--- config.mk ---
export PLATFORM = sky130hd
export DESIGN_NAME = rob_wakeup_core
export DESIGN_NICKNAME = d
export VERILOG_FILES = /design/src/rtl/rob_pkg.sv /design/src/rtl/rob_entry.sv /design/src/rtl/rob_pick.sv /design/src/rtl/rob_wakeup_core.sv
export SDC_FILE = /design/constraint.sdc
export NUM_CORES = 2
export LEC_CHECK = 0
export ABC_CLOCK_PERIOD_IN_PS = 6300
export BUFFER_PORTS_ARGS = -buffer_cell sky130_fd_sc_hd__buf_2
export CORE_UTILIZATION = 55
export CTS_CLUSTER_DIAMETER = 30
export DETAILED_ROUTE_END_ITERATION = 6
export MAX_ROUTING_LAYER = met4
export PLACE_DENSITY = 0.73
export SYNTH_ARGS = -nofsm -noshare
export SYNTH_HDL_FRONTEND = slang
export SYNTH_SLANG_ARGS = --single-unit
--- constraint.sdc ---
create_clock -name clk -period 6.3 [get_ports clk]
set_input_delay 1.26 -clock clk [delete_from_list [all_inputs] [get_ports clk]]
set_output_delay 1.26 -clock clk [all_outputs]
set_load 0.005 [all_outputs]
--- src/rtl/rob_pkg.sv ---
package rob_pkg;

    typedef enum logic [1:0] {
        ENT_FREE   = 2'd0,
        ENT_WAIT   = 2'd1,
        ENT_ISSUED = 2'd2,
        ENT_DONE   = 2'd3
    } ent_state_e;

endpackage

--- src/rtl/rob_entry.sv ---
module rob_entry
    import rob_pkg::*;
#(
    parameter int DATA_W  = 32,
    parameter int OP_W    = 6,
    parameter int REG_W   = 5,
    parameter int CAUSE_W = 4,
    parameter int TAG_W   = 3,
    parameter int MY_TAG  = 0
) (
    input  logic               clk,
    input  logic               rst_n,
    input  logic               load_i,
    input  logic [OP_W-1:0]    op_i,
    input  logic               s1_rdy_i,
    input  logic [DATA_W-1:0]  s1_val_i,
    input  logic               s2_rdy_i,
    input  logic [DATA_W-1:0]  s2_val_i,
    input  logic [REG_W-1:0]   dst_i,
    input  logic               dst_en_i,
    input  logic               bc_valid_i,
    input  logic [TAG_W-1:0]   bc_tag_i,
    input  logic [DATA_W-1:0]  bc_data_i,
    input  logic [CAUSE_W-1:0] bc_cause_i,
    input  logic               issue_i,
    input  logic               retire_i,
    input  logic               flush_i,
    output logic               ready_o,
    output logic               done_o,
    output ent_state_e         state_o,
    output logic [OP_W-1:0]    op_o,
    output logic [DATA_W-1:0]  a_o,
    output logic [DATA_W-1:0]  b_o,
    output logic [REG_W-1:0]   dst_o,
    output logic               dst_en_o,
    output logic [DATA_W-1:0]  data_o,
    output logic [CAUSE_W-1:0] cause_o
);

    localparam logic [TAG_W-1:0] SELF = TAG_W'(MY_TAG);

    ent_state_e          state_q, state_d;
    logic [OP_W-1:0]     op_q;
    logic                s1_rdy_q, s2_rdy_q;
    logic [DATA_W-1:0]   s1_q, s2_q;
    logic [REG_W-1:0]    dst_q;
    logic                dst_en_q;
    logic [DATA_W-1:0]   data_q;
    logic [CAUSE_W-1:0]  cause_q;

    logic in1_hit, in2_hit, w1_hit, w2_hit, self_hit;

    // wakeup matches for incoming and stored sources
    assign in1_hit  = bc_valid_i && !s1_rdy_i && (s1_val_i[TAG_W-1:0] == bc_tag_i);
    assign in2_hit  = bc_valid_i && !s2_rdy_i && (s2_val_i[TAG_W-1:0] == bc_tag_i);
    assign w1_hit   = bc_valid_i && (state_q == ENT_WAIT) && !s1_rdy_q && (s1_q[TAG_W-1:0] == bc_tag_i);
    assign w2_hit   = bc_valid_i && (state_q == ENT_WAIT) && !s2_rdy_q && (s2_q[TAG_W-1:0] == bc_tag_i);
    assign self_hit = bc_valid_i && (state_q == ENT_ISSUED) && (bc_tag_i == SELF);

    // next-state process
    always_comb begin
        state_d = state_q;
        unique case (state_q)
            ENT_FREE:   if (load_i)   state_d = ENT_WAIT;    // allocate
            ENT_WAIT:   if (issue_i)  state_d = ENT_ISSUED;  // issue
            ENT_ISSUED: if (self_hit) state_d = ENT_DONE;    // complete
            ENT_DONE:   if (retire_i) state_d = ENT_FREE;    // retire
            default:                  state_d = ENT_FREE;
        endcase
        if (flush_i) state_d = ENT_FREE;                     // flush
    end

    // state register
    always_ff @(posedge clk) begin
        if (!rst_n) state_q <= ENT_FREE;
        else        state_q <= state_d;
    end

    // payload registers
    always_ff @(posedge clk) begin
        if (!rst_n) begin
            op_q     <= '0;
            s1_rdy_q <= 1'b0;
            s2_rdy_q <= 1'b0;
            s1_q     <= '0;
            s2_q     <= '0;
            dst_q    <= '0;
            dst_en_q <= 1'b0;
            data_q   <= '0;
            cause_q  <= '0;
        end else if (load_i && !flush_i) begin
            op_q     <= op_i;
            s1_rdy_q <= s1_rdy_i | in1_hit;
            s1_q     <= in1_hit ? bc_data_i : s1_val_i;
            s2_rdy_q <= s2_rdy_i | in2_hit;
            s2_q     <= in2_hit ? bc_data_i : s2_val_i;
            dst_q    <= dst_i;
            dst_en_q <= dst_en_i;
            cause_q  <= '0;
        end else begin
            if (w1_hit) begin
                s1_rdy_q <= 1'b1;
                s1_q     <= bc_data_i;
            end
            if (w2_hit) begin
                s2_rdy_q <= 1'b1;
                s2_q     <= bc_data_i;
            end
            if (self_hit) begin
                data_q  <= bc_data_i;
                cause_q <= bc_cause_i;
            end
        end
    end

    // output process
    always_comb begin
        ready_o  = (state_q == ENT_WAIT) && s1_rdy_q && s2_rdy_q;
        done_o   = (state_q == ENT_DONE);
        state_o  = state_q;
        op_o     = op_q;
        a_o      = s1_q;
        b_o      = s2_q;
        dst_o    = dst_q;
        dst_en_o = dst_en_q;
        data_o   = data_q;
        cause_o  = cause_q;
    end

    p_issue_only_ready_r4: assert property (@(posedge clk) disable iff (!rst_n)
        issue_i |-> ready_o);

    p_load_into_free_r2: assert property (@(posedge clk) disable iff (!rst_n)
        load_i |-> (state_q == ENT_FREE));

    p_retire_only_done_r8: assert property (@(posedge clk) disable iff (!rst_n)
        retire_i |-> done_o);

    p_issue_leaves_wait_r4: assert property (@(posedge clk) disable iff (!rst_n)
        (issue_i && !flush_i) |=> (state_q == ENT_ISSUED));

endmodule

--- src/rtl/rob_pick.sv ---
module rob_pick #(
    parameter int DEPTH = 8,
    parameter int TAG_W = 3
) (
    input  logic [DEPTH-1:0] ready_i,
    input  logic [TAG_W-1:0] head_i,
    output logic             valid_o,
    output logic [TAG_W-1:0] idx_o
);

    // scan from the commit pointer forward; first ready entry is the oldest
    always_comb begin
        valid_o = 1'b0;
        idx_o   = '0;
        for (int i = 0; i < DEPTH; i++) begin
            if (!valid_o && ready_i[head_i + TAG_W'(i)]) begin
                valid_o = 1'b1;
                idx_o   = head_i + TAG_W'(i);
            end
        end
    end

endmodule

--- src/rtl/rob_wakeup_core.sv ---
module rob_wakeup_core
    import rob_pkg::*;
#(
    parameter int DEPTH   = 8,
    parameter int DATA_W  = 32,
    parameter int OP_W    = 6,
    parameter int REG_W   = 5,
    parameter int CAUSE_W = 4,
    localparam int TAG_W  = $clog2(DEPTH)
) (
    input  logic               clk,
    input  logic               rst_n,
    input  logic               alloc_valid,
    input  logic [OP_W-1:0]    alloc_op,
    input  logic               alloc_s1_rdy,
    input  logic [DATA_W-1:0]  alloc_s1_val,
    input  logic               alloc_s2_rdy,
    input  logic [DATA_W-1:0]  alloc_s2_val,
    input  logic [REG_W-1:0]   alloc_dst,
    input  logic               alloc_dst_en,
    output logic               alloc_ready,
    output logic [TAG_W-1:0]   alloc_tag,
    output logic               disp_valid,
    input  logic               disp_ready,
    output logic [TAG_W-1:0]   disp_tag,
    output logic [OP_W-1:0]    disp_op,
    output logic [DATA_W-1:0]  disp_a,
    output logic [DATA_W-1:0]  disp_b,
    input  logic               bc_valid,
    input  logic [TAG_W-1:0]   bc_tag,
    input  logic [DATA_W-1:0]  bc_data,
    input  logic [CAUSE_W-1:0] bc_cause,
    output logic               commit_valid,
    output logic [REG_W-1:0]   commit_dst,
    output logic               commit_dst_en,
    output logic [DATA_W-1:0]  commit_data,
    output logic               flush_valid,
    output logic [CAUSE_W-1:0] flush_cause
);

    localparam int PTR_W = TAG_W + 1;

    logic [PTR_W-1:0] alloc_q, head_q;
    logic [TAG_W-1:0] alloc_idx, head_idx;
    logic             empty, full;

    logic [DEPTH-1:0]   ready_vec, done_vec;
    ent_state_e         ent_state [DEPTH];
    logic [OP_W-1:0]    op_arr    [DEPTH];
    logic [DATA_W-1:0]  a_arr     [DEPTH];
    logic [DATA_W-1:0]  b_arr     [DEPTH];
    logic [REG_W-1:0]   dst_arr   [DEPTH];
    logic [DEPTH-1:0]   dst_en_vec;
    logic [DATA_W-1:0]  data_arr  [DEPTH];
    logic [CAUSE_W-1:0] cause_arr [DEPTH];

    logic             pick_valid;
    logic [TAG_W-1:0] pick_idx;
    logic             head_done, head_fault, commit_fire, flush, alloc_fire, disp_fire;

    assign alloc_idx = alloc_q[TAG_W-1:0];
    assign head_idx  = head_q[TAG_W-1:0];
    assign empty     = (alloc_q == head_q);
    assign full      = (alloc_q[TAG_W] != head_q[TAG_W]) && (alloc_idx == head_idx);

    assign head_done   = !empty && done_vec[head_idx];
    assign head_fault  = head_done && (cause_arr[head_idx] != '0);
    assign commit_fire = head_done && !head_fault;
    assign flush       = head_fault;
    assign alloc_fire  = alloc_valid && alloc_ready;
    assign disp_fire   = disp_valid && disp_ready;

    rob_pick #(.DEPTH(DEPTH), .TAG_W(TAG_W)) u_pick (
        .ready_i (ready_vec),
        .head_i  (head_idx),
        .valid_o (pick_valid),
        .idx_o   (pick_idx)
    );

    for (genvar g = 0; g < DEPTH; g++) begin : g_ent
        rob_entry #(
            .DATA_W(DATA_W), .OP_W(OP_W), .REG_W(REG_W),
            .CAUSE_W(CAUSE_W), .TAG_W(TAG_W), .MY_TAG(g)
        ) u_ent (
            .clk        (clk),
            .rst_n      (rst_n),
            .load_i     (alloc_fire && (alloc_idx == TAG_W'(g))),
            .op_i       (alloc_op),
            .s1_rdy_i   (alloc_s1_rdy),
            .s1_val_i   (alloc_s1_val),
            .s2_rdy_i   (alloc_s2_rdy),
            .s2_val_i   (alloc_s2_val),
            .dst_i      (alloc_dst),
            .dst_en_i   (alloc_dst_en),
            .bc_valid_i (bc_valid),
            .bc_tag_i   (bc_tag),
            .bc_data_i  (bc_data),
            .bc_cause_i (bc_cause),
            .issue_i    (disp_fire && (pick_idx == TAG_W'(g))),
            .retire_i   (commit_fire && (head_idx == TAG_W'(g))),
            .flush_i    (flush),
            .ready_o    (ready_vec[g]),
            .done_o     (done_vec[g]),
            .state_o    (ent_state[g]),
            .op_o       (op_arr[g]),
            .a_o        (a_arr[g]),
            .b_o        (b_arr[g]),
            .dst_o      (dst_arr[g]),
            .dst_en_o   (dst_en_vec[g]),
            .data_o     (data_arr[g]),
            .cause_o    (cause_arr[g])
        );
    end

    // pointer register
    always_ff @(posedge clk) begin
        if (!rst_n) begin
            alloc_q <= '0;
            head_q  <= '0;
        end else if (flush) begin
            alloc_q <= head_q;
        end else begin
            if (alloc_fire)  alloc_q <= alloc_q + PTR_W'(1);
            if (commit_fire) head_q  <= head_q + PTR_W'(1);
        end
    end

    // output process
    always_comb begin
        alloc_ready   = !full && !flush;
        alloc_tag     = alloc_idx;
        disp_valid    = pick_valid && !flush;
        disp_tag      = pick_idx;
        disp_op       = op_arr[pick_idx];
        disp_a        = a_arr[pick_idx];
        disp_b        = b_arr[pick_idx];
        commit_valid  = commit_fire;
        commit_dst    = dst_arr[head_idx];
        commit_dst_en = dst_en_vec[head_idx];
        commit_data   = data_arr[head_idx];
        flush_valid   = flush;
        flush_cause   = cause_arr[head_idx];
    end

    p_no_overflow_r3: assert property (@(posedge clk) disable iff (!rst_n)
        (PTR_W'(alloc_q - head_q)) <= PTR_W'(DEPTH));

    p_disp_from_wait_r4: assert property (@(posedge clk) disable iff (!rst_n)
        disp_valid |-> (ent_state[disp_tag] == ENT_WAIT));

    p_commit_advances_r9: assert property (@(posedge clk) disable iff (!rst_n)
        commit_valid |=> (head_q == $past(head_q) + PTR_W'(1)));

    p_flush_empties_r10: assert property (@(posedge clk) disable iff (!rst_n)
        flush_valid |=> (empty && (ready_vec == '0) && !commit_valid));

    p_commit_needs_head_r8: assert property (@(posedge clk) disable iff (!rst_n)
        commit_valid |-> (ent_state[head_idx] == ENT_DONE));

endmodule

* Word level (Yosys, flattened, before mapping) *
Cells that the tools add are included.

operators by class
  $add $sub $neg = 9
  order comparisons = 10
  eq/ne operators = 105
  mux-type cells = 162
  bitwise gates (word level) = 14
  reductions and logical operators = 207

operator list
  kind                  number
  $mux W32              40
  $bmux W32 S3          3
  $logic_and A1 B1 Y1   123
  $mux W2               32
  $ne A2 B1 Y1 const B  32
  $pmux W2 S4           8
  $eq A3 B3 Y1          19
  $mux W1               50
  $eq A3 B3 Y1 const B  16
  $reduce_bool A2 Y1    17
  $eq A2 B2 Y1 const B  16
  $lt A3 B4 Y1 const B  8
  $reduce_and A4 Y1     8
  $bmux W1 S3           10
  $logic_not A1 Y1      28
  $eq A3 B2 Y1 const B  8
  $mux W3               8
  $bmux W6 S3           1
  $reduce_and A2 Y1     9
  $reduce_or A2 Y1      9
  $eq A2 B1 Y1 const B  8
  $logic_not A2 Y1      8
  $mux W4               4
  $bmux W5 S3           1
  other kinds (16)      41

word-level totals
  register bits = 936
  input port bits = 122
  output and inout bits = 122
  logic and storage cells = 589

* Logic depth before layout (Yosys ltp) *
  depth in word-level cells = 32
  mapped depth = 22

* By module *
From an unflattened synthesis, not the netlist that was laid out.

second synthesis, totals
  cells, all modules = 5284
  area, all modules = 49023.3 um^2

modules (own cells, without submodules)
  module                      times used  cells an instance  area each (um^2)
  rob_wakeup_core             1           589                7588.5
  rob_entry (g_ent[1].u_ent)  1           497                5157.4
  rob_entry (g_ent[2].u_ent)  1           497                5154.9
  rob_entry (g_ent[0].u_ent)  1           623                5139.9
  rob_entry (g_ent[4].u_ent)  1           497                5108.6
  rob_entry (g_ent[6].u_ent)  1           619                4982.3
  rob_entry (g_ent[3].u_ent)  1           617                4979.8
  rob_entry (g_ent[7].u_ent)  1           617                4962.3
  rob_entry (g_ent[5].u_ent)  1           620                4953.5
  rob_pick                    1           108                996.0

* Worst setup path before layout *
No wires, ideal clock.

  kind = flip-flop to output port
  start = register head_q[1]
  end = output disp_a[14]
  arrival = 4.355 ns
  data required time = 5.040 ns
  path slack = 0.685 ns
  cell stages (with the launch flop) = 21
  cells stage by stage = dfxtp_1 -> buf_6 -> buf_6 -> buf_6 -> buf_2 -> clkbuf_1 -> inv_1 -> ha_1 -> buf_2 -> mux4_2 -> and2_1 -> nor3_4 -> nand3_1 -> or3_4 -> nand2_4 -> inv_2 -> buf_6 -> buf_4 -> buf_4 -> mux2i_1 -> a221oi_1

between the ends
  cells in the longest elaborated chain, start to end = 28
  elaborated cells between the ends (all ways) = 56
  those cells by class = add/sub (7); mux (34); bitwise (1); reduce/logical (14)

RTL lines
  item                                                                    RTL line                RTL
  from (decl)                                                             rob_wakeup_core.sv:43   logic [PTR_W-1:0] alloc_q, head_q;
  from (signal assigned)                                                  rob_wakeup_core.sv:124  if (commit_fire) head_q <= head_q + PTR_W'(1);
  parallel branches: the longest is 23 deep, another holds $add A3 B1 Y3  -
  $mux W3 (*)                                                             rob_pick.sv:16          if (!valid_o && ready_i[head_i + TAG_W'(i)]) begin
  $not A3 Y4 (implied by the code) (*)                                    rob_wakeup_core.sv:135  disp_a = a_arr[pick_idx];
  $bmux W32 S3 (*)                                                        rob_wakeup_core.sv:135
  $mux W32 (implied by the code) (*) (2 in series)                        rob_wakeup_core.sv:135
  to (decl)                                                               rob_wakeup_core.sv:27   output logic [DATA_W-1:0] disp_a,

Mark *: on every way between the ends. The select of a mux whose other input is x is not followed.

* Worst setup path in the final report *
  start = register head_q[1]
  end = output disp_a[8]

The elaborated chain is that of the path after synthesis.

==> impl_results.md <==
* Slew @ Worst Pin at 1096 ps
* Synth top area share at 0.3892
* Cts bufs inserted at 193
* Synth Instances at 5434
* CP arrival at 4890 ps
* Worst-path clk slew at 40 ps
* Ys flop type: dfxtp_1
* Net count, final at 5532
* Commonest cells in the netlist: 1045 x a211oi_1, 936 x dfxtp_1, 861 x nand2_1
* Area growth, synth to finish at 17.64%
* Slew margin rel. at 0.2697
* Flop and latch count out of synthesis at about 940
* Remaining global-route overflow at 0
* Final Slew Violations at 0
* CP Class: reg -> out
* Ys async rst share at 0
* Setup Skew at 77.48 ps
* Clk Latency, worst-skew pair at 810 ps
* Fin crit share at 0.9760
* DIE AREA at slightly below 90000 sq um
* Vias in the first global route at roughly 42k
* Switching Share at 0.2792
* Drt first-iter violations at 4675
* Dominant cell type by area after synthesis: dfxtp_1
* Failing checks: DRC
* H-Tree Depth at 4
* Layout cell share with drive strength beyond 1 at 0.1819
* Sequential Power Share at 0.315
* Status: complete, but fails checks
* Placed cell areas at 49410 sq um
* Die W at between 200 and 300 um
* Largest net degree at the start of global routing at 190
* Port Buffers at 243
* Critical Path Sink Type: primary output
* # IOs at approximately 240
* Root buffer cell: clkbuf_16
* DP Wirelength at around 91000 um
* Worst VDD drop at 320.5 uV
* Antenna violations before repair at 13
* CP Data Required Time at 5040 ps
* Final hold violation count at 0
* Crit path capture: disp_a[8]
* Reg-to-reg slack, setup at 1240 ps
* Clk sinks at ~940
* Row Count at 108
* Maximum clock insertion buffer count at 3
* Detail Route Antenna Nets at 0
* Yosys warns at 0
* Top-count cell post-synth: a211oi_1
* CTS tree: yes
* Clock group share of total power at 0.530
* Dpl ws at around 660 ps
* Synthesized cell area at about 48000 sq um
* Distinct cells, synth at 73
* WL per Instance at 24.05 um
* Worst hold path type: reg -> reg
* Maxcap violations at 0
* Vias per cell at around 6.5
* Total GRT Usage at 0.3619
* Post-synth EDFFs at 0
* Reg-to-Reg Start: head_q[2]$_SDFFE_PN0P_
* Pre-antenna DRT Iters at 7
* Final setup fails at 0
* First-pass GRT wire length at 246000 um
* Setup slack after layout at 151.1 ps
* Total number of vias at about 43k
* PwrDens at between 300 and 400 nW/um^2
* Core Area at approximately 87000 sq um
* Comb pwr share at 0.155
* Internal power at between 10 and 15 mW
* R2R depth at 10
* Post-route cell area at between 50000 and 60000 sq um
* Setup crit start kind: register
* Initial Util at 0.5549
* Worst Setup SP: head_q[1]$_SDFFE_PN0P_
* Residual DRC count at 1
* Synthesized net count at 5610
* Synthesized area per cell at around 9 sq um
* Register area share after synthesis at 0.3892
* CP max FO at 39
* Fmax at between 150 and 200 MHz
* LEAKAGE at 21.24 nW
* Fin crit period at 6149 ps
* Ranking of synthesized cells by area: dfxtp_1 39%, a211oi_1 16%, nor2b_1 6.8%
* Crit Reg-Reg Endpoint: g_ent[1].u_ent.a_o[11]$_SDFFE_PN0P_
* Final Wtd Congestion at 0.9940
* Die height at slightly below 300 um
* Sw power at 5.538 mW
* Post-Route WL at 160800 um
==> how the worst min path moves through the flow <==
stage	start	cells after the start	endpoint	slack, ps
after global routing	g_ent[4].u_ent.dst_en_o$_SDFFE_PN0P_	2	g_ent[4].u_ent.dst_en_o$_SDFFE_PN0P_	460
after global placement	g_ent[1].u_ent.op_o[5]$_SDFFE_PN0P_	2	g_ent[1].u_ent.op_o[5]$_SDFFE_PN0P_	440
after CTS	g_ent[7].u_ent.data_o[4]$_SDFFE_PN0P_	2	g_ent[7].u_ent.data_o[4]$_SDFFE_PN0P_	450
after floorplan	g_ent[1].u_ent.op_o[0]$_SDFFE_PN0P_	2	g_ent[1].u_ent.op_o[0]$_SDFFE_PN0P_	430
after detailed placement	g_ent[3].u_ent.dst_o[3]$_SDFFE_PN0P_	2	g_ent[3].u_ent.dst_o[3]$_SDFFE_PN0P_	440
final	g_ent[2].u_ent.data_o[12]$_SDFFE_PN0P_	2	g_ent[2].u_ent.data_o[12]$_SDFFE_PN0P_	450
==> timing repair <==
item / in CTS / in global routing
setup buffers: 0 / 5
cloned: 0 / 2
gates resized for setup: 12 / 36
hold endpoints to repair: 0 / 0
setup endpoints to repair: 18 / 70
pin swaps: 0 / 4
hold buffers: 0 / 0
==> cells by family after synthesis <==
kind of cell             synth area share
AND/OR/NAND/NOR                    0.1608
multiplexers                       0.1283
buffers and inverters             0.05882
XOR/XNOR                          0.01177
adder cells (fa/ha/maj)           0.01404
flip-flops                         0.3892
AO/OA/AOI/OAI                      0.2370
==> registers in the layout, summed over array words and instances (netlist names), 8 cells and up <==
name / count
g_ent.u_ent.dst_o: 40
g_ent.u_ent.dst_en_o: 8
g_ent.u_ent.s2_rdy_q: 8
g_ent.u_ent.state_o: 16
g_ent.u_ent.b_o: 256
g_ent.u_ent.cause_o: 32
g_ent.u_ent.op_o: 48
g_ent.u_ent.data_o: 256
g_ent.u_ent.a_o: 256
g_ent.u_ent.s1_rdy_q: 8
==> power groups by stage <==
| stage | logic [mW] | clock network [mW] | registers, mW |
|---|---|---|---|
| 3_5_place_dp | 2.90 | 0 | 6.35 |
| 5_1_grt | 3.24 | 10.9 | 6.26 |
| 2_1_floorplan | 1.82 | 0 | 6.31 |
| 6_report | 3.08 | 10.5 | 6.24 |
| 4_1_cts | 2.95 | 10.6 | 6.24 |
| 3_3_place_gp | 2.88 | 0 | 6.34 |
==> layout by cell type, fill, tap and decap left out, drive strengths merged, types with 90 or more instances in the layout <==
| cell type | netlist | routed |
|---|---|---|
| nor2b | 521 | 521 |
| clkbuf | 385 | 250 |
| a211oi | 1045 | 1045 |
| nand2 | 862 | 862 |
| dfxtp | 936 | 936 |
| mux2i | 249 | 249 |
| a21oi | 362 | 362 |
| mux4 | 90 | 90 |
| buf | 248 | 357 |
| mux2 | 147 | 147 |
==> worst max-delay path, cell delays in order, from the launching register on <==
cell,delay [ps]
dfxtp_4,370
clkinvlp_4,190
ha_4,400
mux2_2,350
mux4_2,530
nor2_1,210
nand3_1,150
or3_4,450
nand2_8,150
clkinv_16,190
buf_4,270
mux2_2,240
o22ai_1,80
a221oi_1,380
buf_2,200
==> per-layer routing <==
metal | vias to the layer above | wire length [um] | track usage | share of wire
li1 | 19722 | - | - | -
met1 | 20891 | 65040 | 0.4629 | 0.40
met2 | 2267 | 73380 | 0.5557 | 0.46
met3 | 369 | 15780 | 0.06541 | 0.098
met4 | 0 | 6584 | 0.1673 | 0.041
met5 | - | 0 | - | 0
==> stage by stage <==
stage	hold WS, ps	power (mW)	TNS (ps)	util	cells
2_1_floorplan	432.2	8.126	0	-	5434
3_3_place_gp	438.1	9.225	0	0.5696	6309
3_5_place_dp	443.8	9.251	0	0.5696	6309
4_1_cts	450.1	19.77	0	0.6492	6667
5_1_grt	463.6	20.40	-7.075	0.6528	6686
6_report	449.3	19.84	0	0.6528	6686
==> cell type report <==
| cell class | instances | area (sq um) |
|---|---|---|
| diodes | 12 | 30.03 |
| clock buffers | 247 | 5388 |
| clock inverters | 111 | 1449 |
| fillers | 6964 | 30120 |
| inverters | 28 | 142.6 |
| multi-input cells | 3837 | 26960 |
| flip-flops and latches | 936 | 18750 |
| well taps | 1155 | 1445 |
| repair buffers | 360 | 2472 |
No activity file was read; power rests on OpenSTA's default activity.
